**config.mk**
```make
export PLATFORM = sky130hd
export DESIGN_NAME = dac_chain_loader
export DESIGN_NICKNAME = d
export VERILOG_FILES = /design/src/rtl/dacl_pkg.sv /design/src/rtl/dacl_regs.sv /design/src/rtl/dacl_tick.sv /design/src/rtl/dacl_seq.sv /design/src/rtl/dac_chain_loader.sv
export SDC_FILE = /design/constraint.sdc
export NUM_CORES = 1
export LEC_CHECK = 0
export CAP_MARGIN = 20
export CORE_MARGIN = 2
export CORE_UTILIZATION = 50
export CTS_BUF_LIST = sky130_fd_sc_hd__clkbuf_4 sky130_fd_sc_hd__clkbuf_8
export DETAILED_ROUTE_END_ITERATION = 7
export PLACE_DENSITY = 0.74
export SLEW_MARGIN = 20
export SYNTH_ARGS = -nofsm -noshare
export SYNTH_HDL_FRONTEND = slang
export SYNTH_SLANG_ARGS = --single-unit
```
**constraint.sdc**
```tcl
create_clock -name clk -period 5.4 [get_ports clk]
set_input_delay 0.54 -clock clk [delete_from_list [all_inputs] [get_ports clk]]
set_output_delay 0.54 -clock clk [all_outputs]
set_load 0.02 [all_outputs]
```
**src/rtl/dacl_pkg.sv**
```systemverilog
package dacl_pkg;
    localparam int CODE_W   = 4;
    localparam int CODE_LSB = 4;
    localparam int WORD_W   = 16;
    localparam int FRAME_W  = 2 * WORD_W;
    localparam int BIT_W    = $clog2(FRAME_W);

    typedef struct packed {
        logic [CODE_W-1:0] code;
        logic [WORD_W-1:0] value;
    } chan_cfg_t;

    typedef enum logic [1:0] {
        SEQ_IDLE  = 2'd0,
        SEQ_SHIFT = 2'd1,
        SEQ_LOAD  = 2'd2
    } seq_state_e;

    // command word first, data word last
    function automatic logic [FRAME_W-1:0] build_frame(chan_cfg_t c);
        logic [WORD_W-1:0] cmd_word;
        cmd_word = '0;
        cmd_word[CODE_LSB +: CODE_W] = c.code;
        return {cmd_word, c.value};
    endfunction
endpackage

```
**src/rtl/dacl_regs.sv**
```systemverilog
module dacl_regs
    import dacl_pkg::*;
#(
    parameter int NCH = 16,
    parameter int IW  = 4
) (
    input  logic                    clk,
    input  logic                    rst,
    input  logic                    wr_en,
    input  logic                    wr_cmd,
    input  logic [IW-1:0]           wr_ch,
    input  logic [WORD_W-1:0]       wr_data,
    output chan_cfg_t [NCH-1:0]     cfg
);
    always_ff @(posedge clk) begin
        if (rst) begin
            cfg <= '0;
        end else if (wr_en) begin
            for (int i = 0; i < NCH; i++) begin
                if (wr_ch == IW'(i)) begin
                    if (wr_cmd) cfg[i].code  <= wr_data[CODE_LSB +: CODE_W];
                    else        cfg[i].value <= wr_data;
                end
            end
        end
    end
endmodule

```
**src/rtl/dacl_tick.sv**
```systemverilog
module dacl_tick #(
    parameter int HALF_DIV = 16
) (
    input  logic clk,
    input  logic rst,
    input  logic clr,
    output logic tick
);
    localparam int CW = (HALF_DIV > 1) ? $clog2(HALF_DIV) : 1;

    logic [CW-1:0] cnt;

    assign tick = (cnt == CW'(HALF_DIV - 1));

    always_ff @(posedge clk) begin
        if (rst || clr)  cnt <= '0;
        else if (tick)   cnt <= '0;
        else             cnt <= cnt + 1'b1;
    end
endmodule

```
**src/rtl/dacl_seq.sv**
```systemverilog
module dacl_seq
    import dacl_pkg::*;
#(
    parameter int CH_PER_BANK  = 8,
    parameter int LOAD_PERIODS = 2,
    parameter int NCH          = 16,
    parameter int IW           = 4
) (
    input  logic                clk,
    input  logic                rst,
    input  logic                tick,
    input  logic                arm_set,
    input  logic                arm_clr,
    input  logic                mem_mode,
    input  chan_cfg_t [NCH-1:0] cfg,
    output logic                idle,
    output logic                arm,
    output logic                sclk,
    output logic                sdo_a,
    output logic                sdo_b,
    output logic                ld
);
    localparam int SW       = (CH_PER_BANK > 1) ? $clog2(CH_PER_BANK) : 1;
    localparam int LCW      = $clog2(2 * LOAD_PERIODS) > 0 ? $clog2(2 * LOAD_PERIODS) : 1;
    localparam logic [SW-1:0]    LAST_SLOT = SW'(CH_PER_BANK - 1);
    localparam logic [LCW-1:0]   LAST_HALF = LCW'(2 * LOAD_PERIODS - 1);
    localparam logic [BIT_W-1:0] LAST_BIT  = BIT_W'(FRAME_W - 1);

    seq_state_e         state;
    logic               phase;
    logic [BIT_W-1:0]   bitc;
    logic [SW-1:0]      slot;
    logic [LCW-1:0]     lcnt;
    logic [FRAME_W-1:0] sha, shb;
    logic [SW-1:0]      fslot;
    logic [IW-1:0]      ia, ib;
    logic [FRAME_W-1:0] frame_a, frame_b;
    logic               end_pass;

    // furthest device of each chain is fed first
    always_comb begin
        fslot   = (state == SEQ_IDLE) ? '0 : slot + 1'b1;
        ia      = IW'(CH_PER_BANK - 1) - IW'(fslot);
        ib      = IW'(NCH - 1) - IW'(fslot);
        frame_a = build_frame(cfg[ia]);
        frame_b = build_frame(cfg[ib]);
    end

    assign end_pass = (state == SEQ_LOAD) && tick && (lcnt == LAST_HALF);
    assign idle     = (state == SEQ_IDLE);
    assign sclk     = phase;
    assign sdo_a    = sha[FRAME_W-1];
    assign sdo_b    = shb[FRAME_W-1];
    assign ld       = (state == SEQ_LOAD);

    always_ff @(posedge clk) begin
        if (rst)                           arm <= 1'b0;
        else if (arm_set)                  arm <= 1'b1;
        else if (arm_clr)                  arm <= 1'b0;
        else if (end_pass && !mem_mode)    arm <= 1'b0;
    end

    always_ff @(posedge clk) begin
        if (rst) begin
            state <= SEQ_IDLE;
            phase <= 1'b0;
            bitc  <= '0;
            slot  <= '0;
            lcnt  <= '0;
            sha   <= '0;
            shb   <= '0;
        end else begin
            case (state)
                SEQ_IDLE: begin
                    if (arm) begin
                        state <= SEQ_SHIFT;
                        sha   <= frame_a;
                        shb   <= frame_b;
                        slot  <= '0;
                        bitc  <= '0;
                        phase <= 1'b0;
                    end
                end
                SEQ_SHIFT: begin
                    if (tick) begin
                        if (!phase) begin
                            phase <= 1'b1;
                        end else begin
                            phase <= 1'b0;
                            if (bitc == LAST_BIT) begin
                                bitc <= '0;
                                if (slot == LAST_SLOT) begin
                                    state <= SEQ_LOAD;
                                    lcnt  <= '0;
                                    sha   <= '0;
                                    shb   <= '0;
                                end else begin
                                    slot <= slot + 1'b1;
                                    sha  <= frame_a;
                                    shb  <= frame_b;
                                end
                            end else begin
                                bitc <= bitc + 1'b1;
                                sha  <= sha << 1;
                                shb  <= shb << 1;
                            end
                        end
                    end
                end
                SEQ_LOAD: begin
                    if (tick) begin
                        if (lcnt == LAST_HALF) state <= SEQ_IDLE;
                        else                   lcnt  <= lcnt + 1'b1;
                    end
                end
                default: state <= SEQ_IDLE;
            endcase
        end
    end
endmodule

```
**src/rtl/dac_chain_loader.sv**
```systemverilog
module dac_chain_loader
    import dacl_pkg::*;
#(
    parameter int CH_PER_BANK  = 8,
    parameter int HALF_DIV     = 16,
    parameter int LOAD_PERIODS = 2,
    localparam int NCH         = 2 * CH_PER_BANK,
    localparam int IW          = $clog2(NCH)
) (
    input  logic              clk,
    input  logic              rst,
    input  logic              wr_en,
    input  logic              wr_cmd,
    input  logic [IW-1:0]     wr_ch,
    input  logic [WORD_W-1:0] wr_data,
    input  logic              arm_set,
    input  logic              arm_clr,
    input  logic              mem_mode,
    output logic              arm,
    output logic              sclk,
    output logic              sdo_a,
    output logic              sdo_b,
    output logic              ld
);
    chan_cfg_t [NCH-1:0] cfg;
    logic                idle;
    logic                tick;

    dacl_regs #(.NCH(NCH), .IW(IW)) u_regs (
        .clk(clk), .rst(rst), .wr_en(wr_en), .wr_cmd(wr_cmd),
        .wr_ch(wr_ch), .wr_data(wr_data), .cfg(cfg)
    );

    dacl_tick #(.HALF_DIV(HALF_DIV)) u_tick (
        .clk(clk), .rst(rst), .clr(idle), .tick(tick)
    );

    dacl_seq #(
        .CH_PER_BANK(CH_PER_BANK), .LOAD_PERIODS(LOAD_PERIODS),
        .NCH(NCH), .IW(IW)
    ) u_seq (
        .clk(clk), .rst(rst), .tick(tick), .arm_set(arm_set),
        .arm_clr(arm_clr), .mem_mode(mem_mode), .cfg(cfg), .idle(idle),
        .arm(arm), .sclk(sclk), .sdo_a(sdo_a), .sdo_b(sdo_b), .ld(ld)
    );
endmodule

```
==> impl_metrics.ini <==
[drt]
drt-total-wl_mm = 49.6
firstDrtPassIters = 5
via_per_inst = 5.98
wl_per_cell_um = 19.3
route.detailed.drc = 0
ant_nets = 0
drt_iter0_markers = 1652
via_count = 15400

[timing]
finalSetupTns_ns = 0
setup_viol = 0
hold_ws_ns = 0.452
hold_viol = 0
slew_headroom_pct = 26.6
timing.final.ws_setup_ns = 2.17
fin_skew_ns = 0.0441
maxSlewViolCount = 0
period_minus_slack_ns = 3.23
worst_slew_pin_slew_ns = 1.10
period_share_pct = 59.8
rsz0062_at_grt = no
fmax_mhz = 310

[cells_and_area]
fill_cells = 3106
nets = 2106
multi_input_area_um2 = 8470
fin_util_pct = 55.2
regArea_um2 = 8050
antennaDiodeCount = 0
syn_to_final_growth_pct = 9.46
drive_gt1_share_pct = 13.2

[clock_network]
cts-root-buf = clkbuf_8
cts_tree = done
cts.repair.resized = 0
cts_buffer_depth = 3
h-tree-depth = 3
cts.sinks = 402
postCtsSetupBuffers = 0
cts.clk_slew.worst_paths_ns = 0.07
numCtsBuffers = 67
postCtsHoldBufs = 0
clock_latency_ns = 0.60

[min_path]
hp-class = reg2reg
min_to = u_tick.cnt[0]
min_path_cells = 1
hp-start = u_tick.cnt[0]

[worst_setup_path]
cp_cell_sequence = nor2_2 > or3_2 > buf_4 > o22ai_1 > o22a_1 > o22ai_1
r2r_end = u_seq.sha[5]
r2r-start = u_seq.state[1]
slowest_delay_ns = 0.77
path_max_fanout = 40
cp_common_cell = o22ai_1
crit_type = reg2reg
ff2ff_path_depth = 6
regToRegSetupSlack_ns = 2.17
cp_slowest_cell = or3_2
crit_path_end_kind = register
cp.required_ns = 5.88
critPathArrivalTime_ns = 3.71
cp-start-kind = register

[floorplanning]
rows = 68
initial_core_util_pct = 50.5
io_pins = 32
die_h_um = 190
die_area_um2 = 36200
fp.coreArea_um2 = 34400
die_width_um = 190

[logic_synthesis]
postSynthAreaPerCell_um2 = 8.10
synth_cells = 2140
synth.distinct_cells = 55
ys_top_cells_by_area = dfxtp_1, nand2_1, a21oi_1, mux2_2, clkbuf_1
syn_nets = 2173
yosysSeqAreaShare_pct = 46.4
ys_ff_latch = 402
synth_ff_type = dfxtp_1
synth_edf_count = 0
synthArstFlopShare_pct = 0
synth_top_cell_by_area = dfxtp_1
syn_area_um2 = 17300
netlist.area_leader.share_pct = 46.4
yosysWarnings = 0

[power_and_ir_drop]
finalPower_uw = 6130
p_leak_uw = 0.00642
vdd_drop_max_v = 0.000192
power_density_nw_per_um2 = 323

[place]
hpwl_mm = 28.0
place_congestion = 0.806
dpl_worst_slack_ns = 2.20
port_buffers = 31

[grt]
overflow = 0
gr-usage-all-layers_pct = 27.0
grt_start_max_net_pins = 148
grt_pass1_wl_mm = 78.0
grt_pass1_vias = 14800
antenna_found_initial = 1

[run]
maxCapViolations = 0

[run_status]
status = complete, no violations
-- critical path, delay by kind of cell, from the launching register on --
| family | cells | cell delay [ns] |
|---|---|---|
| AOI/OAI and AO/OA | 3 | 0.54 |
| buffers and inverters | 1 | 0.61 |
| DFF | 1 | 0.44 |
| and+or+nand+nor | 2 | 1.51 |
-- final cells by class --
class                      count  area share (%)
multi-input combinational   1542            44.6
tap                          455            3.00
clock buffer                 105            6.79
timing repair buffer          56            2.76
clock inverter                10           0.349
inverter                       4          0.0791
sequential                   402            42.4
-- layer usage --
layer | vias to the layer above | track usage (%) | share of wire, %
met2 | 655 | 44.8 | 47
met1 | 7397 | 35.1 | 42
met3 | 120 | 4.66 | 8.2
met5 | - | 0.137 | 0.016
li1 | 7219 | - | -
met4 | 2 | 10.3 | 3.0
-- placed cells by master (no fill, tap or decap), drive strengths merged, types with 30 or more instances in the layout --
| cell type | count |
|---|---|
| nand2 | 575 |
| dfxtp | 402 |
| a21oi | 352 |
| nor2 | 121 |
| clkbuf | 105 |
| mux2 | 74 |
| o22ai | 74 |
| o21ai | 68 |
| nand3 | 49 |
| mux2i | 41 |
| and3 | 40 |
| o221ai | 37 |
| o22a | 35 |
| clkdlybuf4s50 | 30 |
-- sequential cells by signal, indices dropped and copies added, names as in the netlist --
signal	count
u_regs.cfg	320
u_seq.arm	1
u_seq.bitc	5
u_seq.lcnt	2
u_seq.sclk	1
u_seq.sha	32
u_seq.shb	32
u_seq.slot	3
u_seq.state	2
u_tick.cnt	4
-- report_power, final --
group,leakage [uW],switching (uW),internal (uW)
clock network,0.000724,1220,1520
logic,0.00245,274,109
registers,0.00324,16.3,2990
total,0.00642,1510,4620
-- per-stage QoR --
step                area (um^2)  std cells
global placement          17600       2458
detailed placement        17600       2458
finish                    19000       2574
global route              19000       2574
CTS                       19000       2573
floorplan                 17300       2140
-- cell usage after synthesis, types with 7 or more instances --
| cell type | count |
|---|---|
| a21oi_1 | 352 |
| and3_1 | 40 |
| buf_2 | 47 |
| buf_4 | 8 |
| buf_6 | 7 |
| clkbuf_1 | 127 |
| dfxtp_1 | 402 |
| mux2_2 | 74 |
| mux2i_1 | 41 |
| nand2_1 | 571 |
| nand2b_1 | 10 |
| nand3_1 | 48 |
| nor2_1 | 109 |
| nor2_2 | 11 |
| nor3_1 | 7 |
| o21ai_0 | 67 |
| o221ai_1 | 37 |
| o22a_1 | 35 |
| o22ai_1 | 54 |
| o22ai_2 | 20 |
-- logic make-up after synthesis --
group	Yosys count	share of synthesized area, %
simple gates	830	20.0
flops	402	46.4
mux	121	7.95
compound gates	583	20.0
xor+xnor	2	0.101
fa+ha+maj	6	0.433
buf+inv	196	5.06
-- worst max path at each step --
stage                    from         endpoint  depth (start not counted)
2_1_floorplan   u_seq.slot[0]    u_seq.shb[11]                         10
3_3_place_gp           wr_cmd  u_regs.cfg[242]                          6
3_5_place_dp           wr_cmd  u_regs.cfg[252]                          6
4_1_cts        u_seq.state[1]     u_seq.shb[1]                          6
5_1_grt        u_seq.state[1]     u_seq.sha[6]                          6
6_report       u_seq.state[1]     u_seq.sha[5]                          6
No activity file was read; power rests on OpenSTA's default activity.
